<file path="config.mk">
export PLATFORM = sky130hd
export DESIGN_NAME = rst_irq_ctrl
export DESIGN_NICKNAME = d
export VERILOG_FILES = /design/src/rtl/rst_irq_pkg.sv /design/src/rtl/rst_irq_state.sv /design/src/rtl/rst_irq_arb.sv /design/src/rtl/rst_irq_ctrl.sv
export SDC_FILE = /design/constraint.sdc
export NUM_CORES = 1
export LEC_CHECK = 0
export BUFFER_PORTS_ARGS = -buffer_cell sky130_fd_sc_hd__buf_2
export CELL_PAD_IN_SITES_DETAIL_PLACEMENT = 1
export CELL_PAD_IN_SITES_GLOBAL_PLACEMENT = 1
export CORE_MARGIN = 2
export CORE_UTILIZATION = 29
export CTS_CLUSTER_SIZE = 20
export DETAILED_ROUTE_END_ITERATION = 8
export PLACE_DENSITY_LB_ADDON = 0.1
export REMOVE_ABC_BUFFERS = 1
export SYNTH_ARGS = -nofsm -noshare
export SYNTH_HDL_FRONTEND = slang
export SYNTH_SLANG_ARGS = --single-unit
</file>
<file path="constraint.sdc">
create_clock -name clk -period 1.55 [get_ports clk]
set_input_delay 0.31 -clock clk [delete_from_list [all_inputs] [get_ports clk]]
set_output_delay 0.31 -clock clk [all_outputs]
set_load 0.02 [all_outputs]
</file>
<file path="src/rtl/rst_irq_pkg.sv">
package rst_irq_pkg;

    localparam int NUM_SRC = 5;
    localparam int NUM_RST = 3;
    localparam int VEC_W   = 16;

    typedef enum logic [2:0] {
        SRC_NONE = 3'd0,
        SRC_TRAP = 3'd1,
        SRC_R75  = 3'd2,
        SRC_R65  = 3'd3,
        SRC_R55  = 3'd4,
        SRC_GEN  = 3'd5
    } irq_src_e;

    typedef struct packed {
        logic             accept;
        irq_src_e         src;
        logic [VEC_W-1:0] vector;
        logic             gen_ack;
    } grant_t;

    // priority slot 0 is the highest
    function automatic irq_src_e slot_to_src(int slot);
        case (slot)
            0:       return SRC_TRAP;
            1:       return SRC_R75;
            2:       return SRC_R65;
            3:       return SRC_R55;
            4:       return SRC_GEN;
            default: return SRC_NONE;
        endcase
    endfunction

    function automatic logic [VEC_W-1:0] restart_addr(irq_src_e s);
        case (s)
            SRC_TRAP: return VEC_W'(16'h0024);
            SRC_R75:  return VEC_W'(16'h003C);
            SRC_R65:  return VEC_W'(16'h0034);
            SRC_R55:  return VEC_W'(16'h002C);
            default:  return '0;
        endcase
    endfunction

endpackage

</file>
<file path="src/rtl/rst_irq_state.sv">
module rst_irq_state
    import rst_irq_pkg::*;
(
    input  logic               clk,
    input  logic               rst,
    input  logic               ien_set,
    input  logic               ien_clr,
    input  logic               mask_wr,
    input  logic [NUM_RST-1:0] mask_data,
    input  logic               take_maskable,
    output logic               ien_q,
    output logic [NUM_RST-1:0] mask_q
);

    always_ff @(posedge clk) begin
        if (rst) begin
            ien_q  <= 1'b0;
            mask_q <= '0;
        end else begin
            if (mask_wr)
                mask_q <= mask_data;
            if (take_maskable || ien_clr)
                ien_q <= 1'b0;
            else if (ien_set)
                ien_q <= 1'b1;
        end
    end

endmodule

</file>
<file path="src/rtl/rst_irq_arb.sv">
module rst_irq_arb
    import rst_irq_pkg::*;
(
    input  logic               trap_line,
    input  logic [NUM_RST-1:0] rst_lines,   // index NUM_RST-1 is the highest level
    input  logic               gen_line,
    input  logic               ien,
    input  logic [NUM_RST-1:0] mask,
    output grant_t             grant_d
);

    logic [NUM_SRC-1:0] elig;

    assign elig[0]         = trap_line;
    assign elig[NUM_SRC-1] = gen_line & ien;

    for (genvar k = 0; k < NUM_RST; k++) begin : g_rst_slot
        localparam int LINE = NUM_RST - 1 - k;
        assign elig[1 + k] = rst_lines[LINE] & ien & ~mask[LINE];
    end

    irq_src_e win;

    always_comb begin
        win = SRC_NONE;
        for (int i = NUM_SRC - 1; i >= 0; i--) begin
            if (elig[i])
                win = slot_to_src(i);
        end
        grant_d.accept  = (win != SRC_NONE);
        grant_d.src     = win;
        grant_d.vector  = restart_addr(win);
        grant_d.gen_ack = (win == SRC_GEN);
    end

endmodule

</file>
<file path="src/rtl/rst_irq_ctrl.sv">
module rst_irq_ctrl
    import rst_irq_pkg::*;
(
    input  logic               clk,
    input  logic               rst,
    input  logic               trap_in,
    input  logic               rst75_in,
    input  logic               rst65_in,
    input  logic               rst55_in,
    input  logic               gen_req_in,
    input  logic               sample_stb,
    input  logic               ien_set,
    input  logic               ien_clr,
    input  logic               mask_wr,
    input  logic [2:0]         mask_data,
    output logic               accept,
    output logic [2:0]         src_code,
    output logic [15:0]        vector,
    output logic               gen_ack,
    output logic               ien,
    output logic [2:0]         mask_q
);

    grant_t grant_d;
    grant_t grant_q;
    logic   take;
    logic   take_maskable;

    rst_irq_arb u_arb (
        .trap_line (trap_in),
        .rst_lines ({rst75_in, rst65_in, rst55_in}),
        .gen_line  (gen_req_in),
        .ien       (ien),
        .mask      (mask_q),
        .grant_d   (grant_d)
    );

    assign take          = sample_stb & grant_d.accept;
    assign take_maskable = take & (grant_d.src != SRC_TRAP);

    rst_irq_state u_state (
        .clk           (clk),
        .rst           (rst),
        .ien_set       (ien_set),
        .ien_clr       (ien_clr),
        .mask_wr       (mask_wr),
        .mask_data     (mask_data),
        .take_maskable (take_maskable),
        .ien_q         (ien),
        .mask_q        (mask_q)
    );

    always_ff @(posedge clk) begin
        if (rst || !take)
            grant_q <= '{accept: 1'b0, src: SRC_NONE, vector: '0, gen_ack: 1'b0};
        else
            grant_q <= grant_d;
    end

    assign accept   = grant_q.accept;
    assign src_code = grant_q.src;
    assign vector   = grant_q.vector;
    assign gen_ack  = grant_q.gen_ack;

    // accept only one cycle after a strobe
    a_r2_accept_after_stb: assert property (@(posedge clk) disable iff (rst)
        accept |-> ($past(sample_stb) && !$past(rst)));

    // a trap seen at a strobe always wins
    a_r4_trap_wins: assert property (@(posedge clk) disable iff (rst)
        ($past(sample_stb && trap_in) && !$past(rst)) |-> (accept && src_code == 3'd1));

    // maskable acceptance leaves the enable flag cleared
    a_r7_ien_cleared: assert property (@(posedge clk) disable iff (rst)
        (accept && src_code != 3'd1) |-> !ien);

    // acknowledge request only for an accepted general request, no vector
    a_r9_gen_ack_only: assert property (@(posedge clk) disable iff (rst)
        gen_ack |-> (accept && src_code == 3'd5 && vector == 16'h0));

endmodule

</file>
* After elaboration in Yosys (flattened, before gate mapping)
Cells that the tools add are included.
Storage, ports and cells: flip-flop bits (word level) 25, latch bits 0, memory bits (writable) 0, bits in read-only memories 0, word-level logic and storage cells 35, memories 0
Operators by class: add/sub/neg operators 0, $mul 0, divide/modulo/power cells 0, magnitude comparators 0, eq/ne operators 6, shift operators 0, muxes and demuxes 6, bitwise gates (word level) 12, reductions and logical operators 5
Operator list (number):
- case mux 6 bit (4 select lines) | 1
- 2-to-1 mux 3 bit | 5
- AND 1 bit | 9
- == test 3 x 2 -> 1 bit, second input constant | 2
- == test 3 bit, second input constant | 2
- == test 3 x 1 -> 1 bit, second input constant | 1
- inequality test 3 x 1 -> 1 bit, second input constant | 1
- NOT 1 bit | 3
- nonzero test 3 bit | 1
- logical OR 1 bit | 2
- OR reduction 2 bit | 1
- zero test 1 bit | 1

* Longest topological paths before layout
Gate-level depths: netlist of the first run.
depth after elaboration 11, depth in mapped cells 4, gate-level depth less buffers 4

* Cells and area by module
A second synthesis of the first run with hierarchy kept.
Unflattened totals: cell total of the unflattened synthesis 94, area, all modules 1023.5 um^2
By module, submodules not included:
- rst_irq_ctrl | instances 1, cells an instance 47, area each 639.4 um^2, sequential area each 420.4 um^2
- rst_irq_arb | instances 1, cells an instance 35, area each 252.7 um^2, sequential area each 0.0 um^2
- rst_irq_state | instances 1, cells an instance 12, area each 131.4 um^2, sequential area each 80.1 um^2

* Least setup slack after synthesis of the first run
Ideal clock, no wire load.
path type reg2reg, start point register u_state.ien_q, end point register grant_q (netlist bit gen_ack), library setup time 59 ps, arrival 1139 ps, required time 1491 ps, slack 352 ps, cell stages (with the launch flop) 5, path buffers 0, period minus slack after synthesis 1198 ps, cells stage by stage dfxtp_1 nor2b_4 nand2_4 nor4_4 and2_1
Between the ends: cells in the longest elaborated chain, start to end 10, elaborated cells between the ends (all ways) 17, those cells by class eq/ne (1); mux (5); bitwise (8); reduce/logical (3)
Ends and longest elaborated chain:
- start, declared | RTL line rst_irq_state.sv:11 | output logic ien_q,
- start signal, assigned | RTL line rst_irq_state.sv:17 | ien_q <= 1'b0;
- start signal, assigned | RTL line rst_irq_state.sv:23 | ien_q <= 1'b0;
- start signal, assigned | RTL line rst_irq_state.sv:25 | ien_q <= 1'b1;
- AND 1 bit (on tied branches) | RTL line rst_irq_arb.sv:15, rst_irq_arb.sv:19
- 2-to-1 mux 3 bit / AND 1 bit (equally long branches) | RTL line rst_irq_arb.sv:27, rst_irq_arb.sv:19
- 2-to-1 mux 3 bit (2 in series) | RTL line rst_irq_arb.sv:27 | if (elig[i])
- 2-to-1 mux 3 bit (*) (2 in series) | RTL line rst_irq_arb.sv:27
- nonzero test 3 bit | RTL line rst_irq_arb.sv:30 | grant_d.accept = (win != SRC_NONE);
- AND 1 bit | RTL line rst_irq_ctrl.sv:38 | assign take = sample_stb & grant_d.accept;
- zero test 1 bit | RTL line rst_irq_ctrl.sv:54 | if (rst || !take)
- logical OR 1 bit | RTL line rst_irq_ctrl.sv:54
- end signal, assigned | RTL line rst_irq_ctrl.sv:55 | grant_q <= '{accept: 1'b0, src: SRC_NONE, vector: '0, gen_ack: 1'b0};
- end signal, assigned | RTL line rst_irq_ctrl.sv:57 | grant_q <= grant_d;
- end, declared | RTL line rst_irq_ctrl.sv:25 | grant_t grant_q;
Mark *: on every way between the ends. The rest lies on a longest branch, timed or not. A chain may end at the register's enable or synchronous reset.

* Final worst setup path of the first run
start point register u_state.ien_q, end point output ien
RTL lines:
- end, declared | RTL line rst_irq_ctrl.sv:20 | output logic ien,
No word-level cell between the ends.

==> results of run 1 <==
[metrics by stage]
| stage | utilization | instances | setup WS [ns] |
|---|---|---|---|
| floorplan | - | 60 | 0.352 |
| global placement | 0.359 | 113 | 0.376 |
| detailed placement | 0.359 | 113 | 0.327 |
| CTS | 0.371 | 116 | 0.375 |
| global route | 0.371 | 116 | 0.312 |
| finish | 0.371 | 116 | 0.388 |
[registers in the layout, summed over array words and instances, names as in the netlist]
signal and count:
u_state.ien_q 1, gen_ack 1, u_state.mask_q 3, vector 3
src_code 3, accept 1
[report_power, final]
part	internal [mW]	switching (mW)	leakage [nW]
sequential	0.318	0.00589	0.0979
clock	0.0896	0.0949	0.0138
combinational	0.0413	0.0822	0.264
total	0.449	0.183	0.376
[synth_stat cells]
library cell,count
and2_1,2
a31oi_1,1
nor4_4,1
o21ai_0,2
and2b_1,2
nor2_4,1
nor2_1,10
buf_4,13
nor3_1,1
a21oi_1,5
nand2_1,1
nand2b_1,3
mux2i_1,3
nor2b_4,2
dfxtp_1,12
conb_1,1
nor2b_1,1
nand2_4,1
[routing by layer]
metal | track usage | vias to the layer above | wire length (um)
li1 | - | 234 | -
met4 | 0.0714 | 0 | 26
met2 | 0.174 | 27 | 505
met1 | 0.111 | 197 | 443
met5 | 0 | - | 0
met3 | 0.0337 | 4 | 106
[path summary, 6_finish.rpt]
path | end | depth (start not counted)
setup / recovery | ien | 1
hold reg to reg | u_state.mask_q[1] | 2
hold / removal | u_state.ien_q | 2
setup reg to reg | src_code[0] | 4
[cell families (layout without fill, tap and decap cells)]
kind of cell    after synthesis  count (layout)  share of synthesized area
mux                           3               3                     0.0515
compound gates                8               8                     0.0708
flops                        12              12                      0.412
buf+inv                      13              29                      0.167
simple gates                 25              25                      0.292
other cells                   1              12                    0.00643
[layout make-up]
type	instances	area (sq um)	area share
clock buffers	3	22.5	0.0316
multi-input cells	48	287	0.402
flip-flops and latches	12	240	0.337
well taps	27	33.8	0.0474
repair buffers	26	130	0.182
==> results.txt, run 1 <==
The layout-stage area growth over the synthesis result came out at 22.3%. In this design, the stage delay of the slowest critical-path cell is 0.40 ns. The fraction of layout cells with a size suffix above 1 came out at 0.382. The shortest clock period the worst path allows after layout came out at 1.16 ns. The longest clock path from root to sink contains 2 buffers.

Across the run, the number of max-cap violations was 0. The synthesized netlist contains 18 unique library cells. The number of antenna violations at the first check in global routing was 0.

The cell family contributing the most delay on the critical path is flip-flops. The via count normalized by instance count is 3.98. The peak ir drop on the vdd network came out at 312 uV.

In this run the critical register-to-register path is launched from u_state.mask_q[2]. The number of global-route vias before repair came out at 450. The hold-fix buffer count after cts came out at 0.

The startpoint identified for the worst hold timing path is sample_stb. The total global routing overflow came out at 0. The horizontal die dimension is 48.8 um. In this run the mean area of a mapped cell was 9.40 sq um. The total die area came out at 2390 sq um.

By area the synthesized netlist is led by dfxtp_1, buf_4, nor2_1. The tree is rooted in a clkbuf_4. The number of buffers created by CTS is 3. The share of synthesized area in the top cell type comes to 0.412. Hold timing on the final database bottoms out at a slack of 0.235 ns.

The cell count after synthesis is 62. The final sum of negative setup slack is 0 ns. The clock tree from TritonCTS is built. The number of setup violations in the final report came out at 0. The top cell types in the final layout, fill and taps aside, are buf_2, conb_1, dfxtp_1. The maximum number of pins on one net before global-route repair is 7. Across every metal layer, demand over resource in global routing totals 0.104. The number of antenna-violating nets in the routed design is 0. The worst setup path is captured at an output port. dfxtp_1 takes more of the synthesized area than any other cell. The sequential share of the synthesized area came out at 0.412.

The total clock sinks came out at 12. By startpoint and endpoint, the worst setup path is classified as flop to output port. The critical path goes through buf_2. At the later pin of the worst-skew pair, clock insertion delay measures 0.26 ns.

The DRC violation total after the first TritonRoute iteration is 3. Of all nets on the critical path, the largest fanout is 5. The total power came out at 632 uW. The max-slew violation count came to 0.

The floorplan core area is 1920 sq um. The buffers plus inverters on the worst setup path is 1. The clock transition at the registers of the reported paths came out at 0.08 ns. The half-perimeter wire length of the detailed placement result came out at 950 um. Synthesis inferred 12 register bits.

The ratio of total power to cell area is 887 nW/um^2. From bottom edge to top edge, the die measures 48.8 um. The placement row count is 16. The clock skew after layout came out at 0.00807 ns. In the finished design, the share of the clock period the worst path needs comes to 0.750.

The vias after detailed routing is 462. The flow ran to the end, and the final reports show no timing, DRC or antenna violations. For this block, the routed nets add up to 1080 um of wire. In the final design database the tool counted 105 nets. The number of placed I/O pins is 39. The arrival time at the worst endpoint came out at 0.85 ns.

The final-report hold violation count came out at 0. The first global-routing pass estimated 1840 um of wire. The DRC violation count after routing came out at 0. The number of inserted filler cells in the final layout came out at 252.

The starting density of the core came out at 0.303. The most critical setup path has its startpoint at u_state.ien_q. The number of H-tree levels came out at 1. The pre-antenna-repair detailed-routing pass consisted of 2 iterations. The leakage component of the power came out at 0.376 nW. The minimum setup slack among reg-to-reg paths came out at 0.40 ns.

The slowest stage of the critical path belongs to the cell dfxtp_1. The post-route cell area came out at 713 sq um. Leaving out fill and tap cells, the most frequent cell in the layout is buf_2. The number of gates resized after CTS came out at 0. The element type at the critical path start is a flop. The count of synthesis-stage warnings from yosys is 0. Based on the critical path, the design can be clocked at up to 0.861 GHz. The placed standard-cell area came out at 691 sq um. Setup repair after global routing left no endpoint under its margin. The final estimated routing congestion in global placement came out at 0.641. The endpoint required time on the critical path is 1.24 ns. 0 antenna diodes ended up in the layout. Summing every instance area after synthesis gives 583 sq um.

The average detailed-routed wire length per instance came out at 9.33 um. The buffers inserted during post-CTS setup optimization is 0. The path class of the tightest hold or removal check is input pin to flop.

During placement, the flow inserted port buffers numbering 26.
No activity file was read; power rests on OpenSTA's default activity.
==> run 2, diff against run 1 <==
- CORE_UTILIZATION: 29 -> 27
- clock period: 1.55 -> 1.21 ns (I/O delays scaled with it)
==> run 2 against run 1 <==
  * Worst hold slack worse by 0.085 ns
  * Sequential cell count unchanged
  * Routed wire length up 6.9%
  * Critical path depth up 3
  * Clock power up 72%
  * Via count up 4.1%
  * Combinational power up 33%
  * Cell count up 2.6%
  * Critical endpoint is now src_code[0]
==> results.txt, run 2 (synthesized netlist as in run 1, its figures left out) <==
Measured along the x axis, the die boundary spans 50.5 um. Counting the fill cells in the layout gives 258. The wire length of the first global-routing pass is 2010 um. The peak ir drop on the vdd network came out at 448 uV.

The number of placed I/O pins is 39. The path category of the worst min-delay check is input pin to flop. After detailed routing, the number of remaining DRC violations is 0. The region available for standard cell placement spans 2000 sq um.

After detailed routing, the average wire length per cell comes to 9.72 um. The placed instance count came out at 115. The number of buffers created by CTS is 3. The number of search-and-repair iterations in the first detailed-routing pass is 2. The number of setup violations in the final report is 0. Adding up every negative setup slack in the final design gives 0 ns. In this run the number of H-tree levels came out at 1. The fraction of layout cells with a size suffix above 1 is 0.435. The floorplan die height is 50.5 um.

The total global routing overflow is 0. The number of global-route vias before repair was 475. The worst setup slack after placement came out at 0.0724 ns. Entering global routing, the biggest net connects 8 pins.

The endpoint required time on the critical path came out at 1.38 ns. Leaving out fill and tap cells, the most frequent cells in the layout are buf_2, conb_1, nor2_1, dfxtp_1, a21oi_1. The clock tree from TritonCTS is built.

Static timing analysis puts the maximum clock frequency at 0.887 GHz. The placement row count came out at 16. For this design, the sink count on the clock tree is 12. The clock latency on the worst-skew pair came out at 0.27 ns.

The ratio of total power to cell area came out at 1210 nW/um^2. The clock transition at the registers of the reported paths is 0.08 ns. The least setup slack across all paths after layout came out at 0.0822 ns. The layout-stage area growth over the synthesis result is 27.9%.

The number of nets in the final layout is 107. The initial utilization of the core area, before any placement, comes to 0.291. The number of antenna violations at the first check in global routing is 0. Detailed placement ended at an HPWL of 997 um.

The number of antenna-violating nets in the routed design is 0. The vias after detailed routing came out at 481. The largest fanout on the critical path is 5. The most frequent standard cell in the layout excluding fill and tap cells is buf_2. The total of max-cap violations is 0. Using the TritonRoute via totals, the vias-per-cell ratio works out to 4.04. Across every metal layer, demand over resource in global routing totals 0.107.

The post-route cell area is 746 sq um. The placed standard-cell area is 706 sq um. The final-report hold violation count is 0. The leakage component of the power came out at 0.393 nW.

The clock skew after layout came out at 0.00702 ns. Setup repair after global routing left no endpoint under its margin. Of the available clock period, the critical path in the final layout requires 0.932.

The clock passes through at most 2 buffers. The arrival time at the worst endpoint came out at 1.29 ns. The max-slew violation count was 0. The classification of the worst setup path is flop to flop.

After the first detailed-routing iteration, the DRC count stood at 1. The cell sitting at the root of the clock tree is a clkbuf_4. The element type at the critical path start is a flop. For this block, the routed nets add up to 1160 um of wire. The post-route non-filler standard cell count is 119.

The shortest clock period the worst path allows after layout came out at 1.13 ns. The total die area is 2550 sq um. The final estimated routing congestion in global placement came out at 0.705. The number of diodes added for antenna fixing is 0. The number of buffers added on ports came out at 26. The run finished with clean final reports. The sort of element at the end of the critical path is a flop.
run 2: changes by cell type in the layout (fill, tap and decap cells not counted):
cell / delta
buf_4: +2
dfxtp_2: +2
and2b_1: -1
clkbuf_8: +1
and2b_2: +1
dfxtp_1: -2
run 2: layout make-up:
type / instances / area (sq um) / share of cell area
tap: 27 / 33.8 / 0.0453
multi-input combinational: 48 / 288 / 0.386
sequential: 12 / 243 / 0.326
timing repair buffer: 28 / 145 / 0.195
clock buffer: 4 / 36.3 / 0.0487
run 2: worst max-delay path: stages, from the launching register on:
cell and delay (ns):
dfxtp_1 0.36, and2b_2 0.27, nor2_4 0.15, a21oi_1 0.09
and2_1 0.16
run 2: metal layers:
metal / part of all wire / wire [um] / track usage
met2: 0.49 / 564 / 0.184
met3: 0.11 / 124 / 0.0268
met5: 0 / 0 / 0
met4: 0.0086 / 10 / 0.0541
met1: 0.40 / 458 / 0.120
run 2: timing repair:
| action | CTS | global route |
|---|---|---|
| buffers inserted | 0 | 0 |
| setup endpoints to repair | 0 | 2 |
| hold buffers | 0 | 0 |
| gates resized for setup | 0 | 3 |
run 2: worst paths after layout:
path                      from                 to  slack (ns)  cells past startpoint
min reg2reg  u_state.mask_q[1]  u_state.mask_q[1]        0.52                      2
min                 sample_stb      u_state.ien_q        0.15                      2
max reg2reg  u_state.mask_q[2]        src_code[0]        0.08                      4
max          u_state.mask_q[2]        src_code[0]        0.08                      4
run 2: metrics by stage:
step,utilization,hold slack [ns],power (mW)
2_1_floorplan,-,0.314,0.531
3_3_place_gp,0.353,0.451,0.589
3_5_place_dp,0.353,0.456,0.590
4_1_cts,0.371,0.154,0.917
5_1_grt,0.373,0.149,0.961
6_report,0.373,0.149,0.899
run 2: power by group:
| part | switching, mW | internal [mW] | leakage (nW) |
|---|---|---|---|
| sequential | 0.00778 | 0.408 | 0.0986 |
| clock | 0.136 | 0.183 | 0.0210 |
| combinational | 0.106 | 0.0584 | 0.273 |
| total | 0.249 | 0.650 | 0.393 |
==> run 3, diff against run 2 <==
- ABC_AREA: not set -> 1
- CORE_UTILIZATION: 27 -> 26
==> run 3 against run 2 <==
  * Routed wire length down 0.61%
  * Utilization down 3.4 points
  * Die area up 4.4%
  * Setup slack better by 0.040 ns
  * Sequential cell count unchanged
  * Via count up 8.3%
  * Register-to-register slack better by 0.08 ns
  * Combinational power down 12%
  * Synthesized area up 0.86%
  * First-iteration DRC count rose to 7.0 times the previous value
  * Clock skew down 0.0059 ns
  * Synthesized cell count up 27%
  * Largest power group unchanged
==> results.txt, run 3 <==
In the final layout, the multi-input gates occupy 243 sq um. For this run, the total global-route usage over all layers was measured as 0.0933. The arrival time at the worst endpoint came out at 0.85 ns.

The highest-utilization routing layer at the global route stage is met2. The maximum number of pins on one net before global-route repair came out at 8. The count of distinct cell types in the synthesized netlist came out at 14. The kind of cell adding the most delay to the critical path is flip-flops. The number of placed I/O pins is 39. The clock skew after layout came out at 0.00109 ns. The final sum of negative setup slack is 0 ns. The share of flip-flops with an asynchronous set or reset after synthesis is 0. The number of antenna-violating nets in the routed design came out at 0. The area taken by flip-flops and latches came out at 241 sq um.

The number of global-route vias before repair is 456. The leakage component of the power came out at 0.437 nW. The worst register-to-register path ends at src_code[0].

The number of setup violations in the final report came out at 0. The count of buffers added on input and output ports is 26. The fraction of layout cells with a size suffix above 1 came out at 0.364.

The final estimated routing congestion in global placement is 0.699. The total power came out at 879 uW. The fraction of the mapped netlist area in compound gates came out at 0.0426. The path depth of the worst reg2reg path is 6.

The half-perimeter wire length of the detailed placement result is 1020 um. The count of flip-flops with a built-in enable after synthesis is 0. The first routing iteration left 7 violations. By area the synthesized netlist is led by dfxtp_1, buf_4, inv_1. The share of Yosys cell area claimed by the top area cell type is 0.409. The largest fanout on the critical path came out at 3. The buffers inserted during post-CTS setup optimization is 0. The peak per-stage delay on the critical path is 0.39 ns. In the global route stage, met2 resource usage came out at 0.167.

The number of antenna violations at the first check in global routing is 0. The clock latency on the worst-skew pair came out at 0.27 ns. The number of inserted filler cells in the final layout came out at 306.

TritonCTS built the clock tree. The floorplan core area is 2170 sq um. The clock transition at the registers of the reported paths came out at 0.08 ns. The number of H-tree levels is 1. Of the total synthesized cell area, the portion taken by XOR and XNOR cells is 0. The top flip-flop cell by instance count after synthesis is dfxtp_1. The minimum setup slack among reg-to-reg paths came out at 0.16 ns.

The wire length of the first global-routing pass is 1770 um. Of the total synthesized cell area, the portion taken by full adders, half adders and majority gates is 0. The number of nets in the final layout is 122. For this run, the top clock speed supported by timing is 0.919 GHz. The placement row count came out at 17. The total clock sinks came out at 12.

The final-report hold violation count came out at 0. The root buffer cell chosen for the clock tree is clkbuf_4. The synthesized design spends more area on one cell type than any other, namely dfxtp_1.

Across the run, the number of max-cap violations was 0. A synthesized cell averages 7.44 sq um. The layout-stage area growth over the synthesis result came out at 24.9%. The number of buffers and inverters on the critical path is 1.

For this run, the register share of the synthesized area comes to 0.409. No sink is reached through more buffers than the 2 on the longest clock path. The number of antenna diodes in the final layout is 0. The endpoint of the worst hold-timing path is u_state.mask_q[1]. The routed design has 1150 um of wire. The floorplan die height came out at 51.6 um. Leaving out fill and tap cells, the most frequent cell in the layout is buf_2. IR analysis of the VDD net gives a maximum drop of 465 uV. After synthesis the cells add up to 588 sq um. STA classifies the critical path endpoint as an output port. In the global route stage, met3 resource usage came out at 0.0259. Prior to clock tree synthesis, the placed netlist has a worst setup slack of 0.0921 ns. The routed design could run at a clock period as short as 1.09 ns. In the global route stage, met1 resource usage came out at 0.0922. The startpoint identified for the worst hold timing path is mask_data[1]. The critical path is of the flop to output port type. The vias after detailed routing came out at 521. The count of synthesis-stage warnings from yosys came out at 0.

For this configuration, the core starts out at a cell density of 0.271. Setup repair after global routing left no endpoint under its margin. The cell count after synthesis came out at 79. The first detailed-routing pass took 4 iterations. The total global routing overflow is 0.

By area, the combinational part of the netlist is dominated by simple AND/OR/NAND/NOR gates. The DRC violation count after routing is 0. In this run the worst hold path is classified as input pin to flop.

Of the post-synthesis cell area, the part taken by muxes is 0. In the layout the commonest cells are buf_2, inv_1, conb_1. The simple-gate share of the synthesized area came out at 0.294. The portion of the clock cycle consumed by the worst path in the final layout is 0.899. The number of cells on the worst hold path came out at 3. The number of gates resized after CTS was 0. Walking the worst path, the cells encountered are buf_2.

The element type at the critical path start is a flop. The origin of the critical flop-to-flop path is u_state.ien_q. The ratio of total power to cell area came out at 1200 nW/um^2.

The average detailed-routed wire length per instance is 8.52 um. On the critical path, the stage with the largest delay is an instance of dfxtp_1. The endpoint required time on the critical path is 0.97 ns. The total die area came out at 2660 sq um.

The synthesized design contains 12 register bits. The max-slew violation count came out at 0. By count the netlist is led by buf_4, inv_1, dfxtp_1. The number of buffers created by CTS is 3.

The horizontal die dimension came out at 51.6 um. The least setup slack across all paths after layout is 0.122 ns. The flow ran to the end, and the final reports show no timing, DRC or antenna violations. The via count normalized by instance count came out at 3.86.

The hold-fix buffer count after cts came out at 0.
[run 3: how the worst max path moves through the flow]
| stage | to | start | cells past startpoint | slack (ns) |
|---|---|---|---|---|
| after floorplan | gen_ack | u_state.ien_q | 8 | 0.05 |
| after global placement | gen_ack | u_state.ien_q | 8 | 0.11 |
| after detailed placement | gen_ack | u_state.ien_q | 8 | 0.09 |
| after CTS | ien | u_state.ien_q | 1 | 0.04 |
| after global routing | src_code[0] | u_state.ien_q | 6 | 0.02 |
| final | mask_q[2] | u_state.mask_q[2] | 1 | 0.12 |
[run 3: cell families (layout without fill, tap and decap cells)]
family                 Yosys count  after routing
buffers and inverters           26             43
other                            1             12
flip-flops                      12             12
AND/OR/NAND/NOR                 35             35
AO/OA/AOI/OAI                    5              5
[run 3: through the flow]
stage / instance area, sq um / cells / utilization / hold slack (ns)
after detailed placement: 697 / 131 / 0.321 / 0.474
after CTS: 733 / 135 / 0.338 / 0.187
after floorplan: 532 / 77 / - / 0.369
after global routing: 734 / 135 / 0.339 / 0.200
after global placement: 697 / 131 / 0.321 / 0.467
final: 734 / 135 / 0.339 / 0.197
[run 3: worst min-delay path, stage by stage]
cell    delay, ns
buf_2        0.07
nor2_1       0.03
nor2_1       0.08
[run 3: layout make-up]
class                           count  area share
Tap cell                           28      0.0477
Clock buffer                        4      0.0494
Sequential cell                    12       0.329
Multi-Input combinational cell     52       0.330
Inverter                           13      0.0664
Timing Repair Buffer               26       0.177
[run 3: layer usage]
layer / vias up / routed length (um) / part of all wire
met1: 229 / 431 / 0.37
met4: 0 / 8 / 0.0070
met3: 2 / 91 / 0.079
met2: 18 / 620 / 0.54
met5: - / 0 / 0
li1: 272 / - / -
[run 3: where the power goes]
group          switching (mW)  internal [mW]  total [mW]  leakage (nW)
sequential            0.00991          0.410       0.419        0.0985
clock                   0.132          0.183       0.315        0.0210
combinational           0.102         0.0430       0.145         0.318
total                   0.244          0.635       0.879         0.437
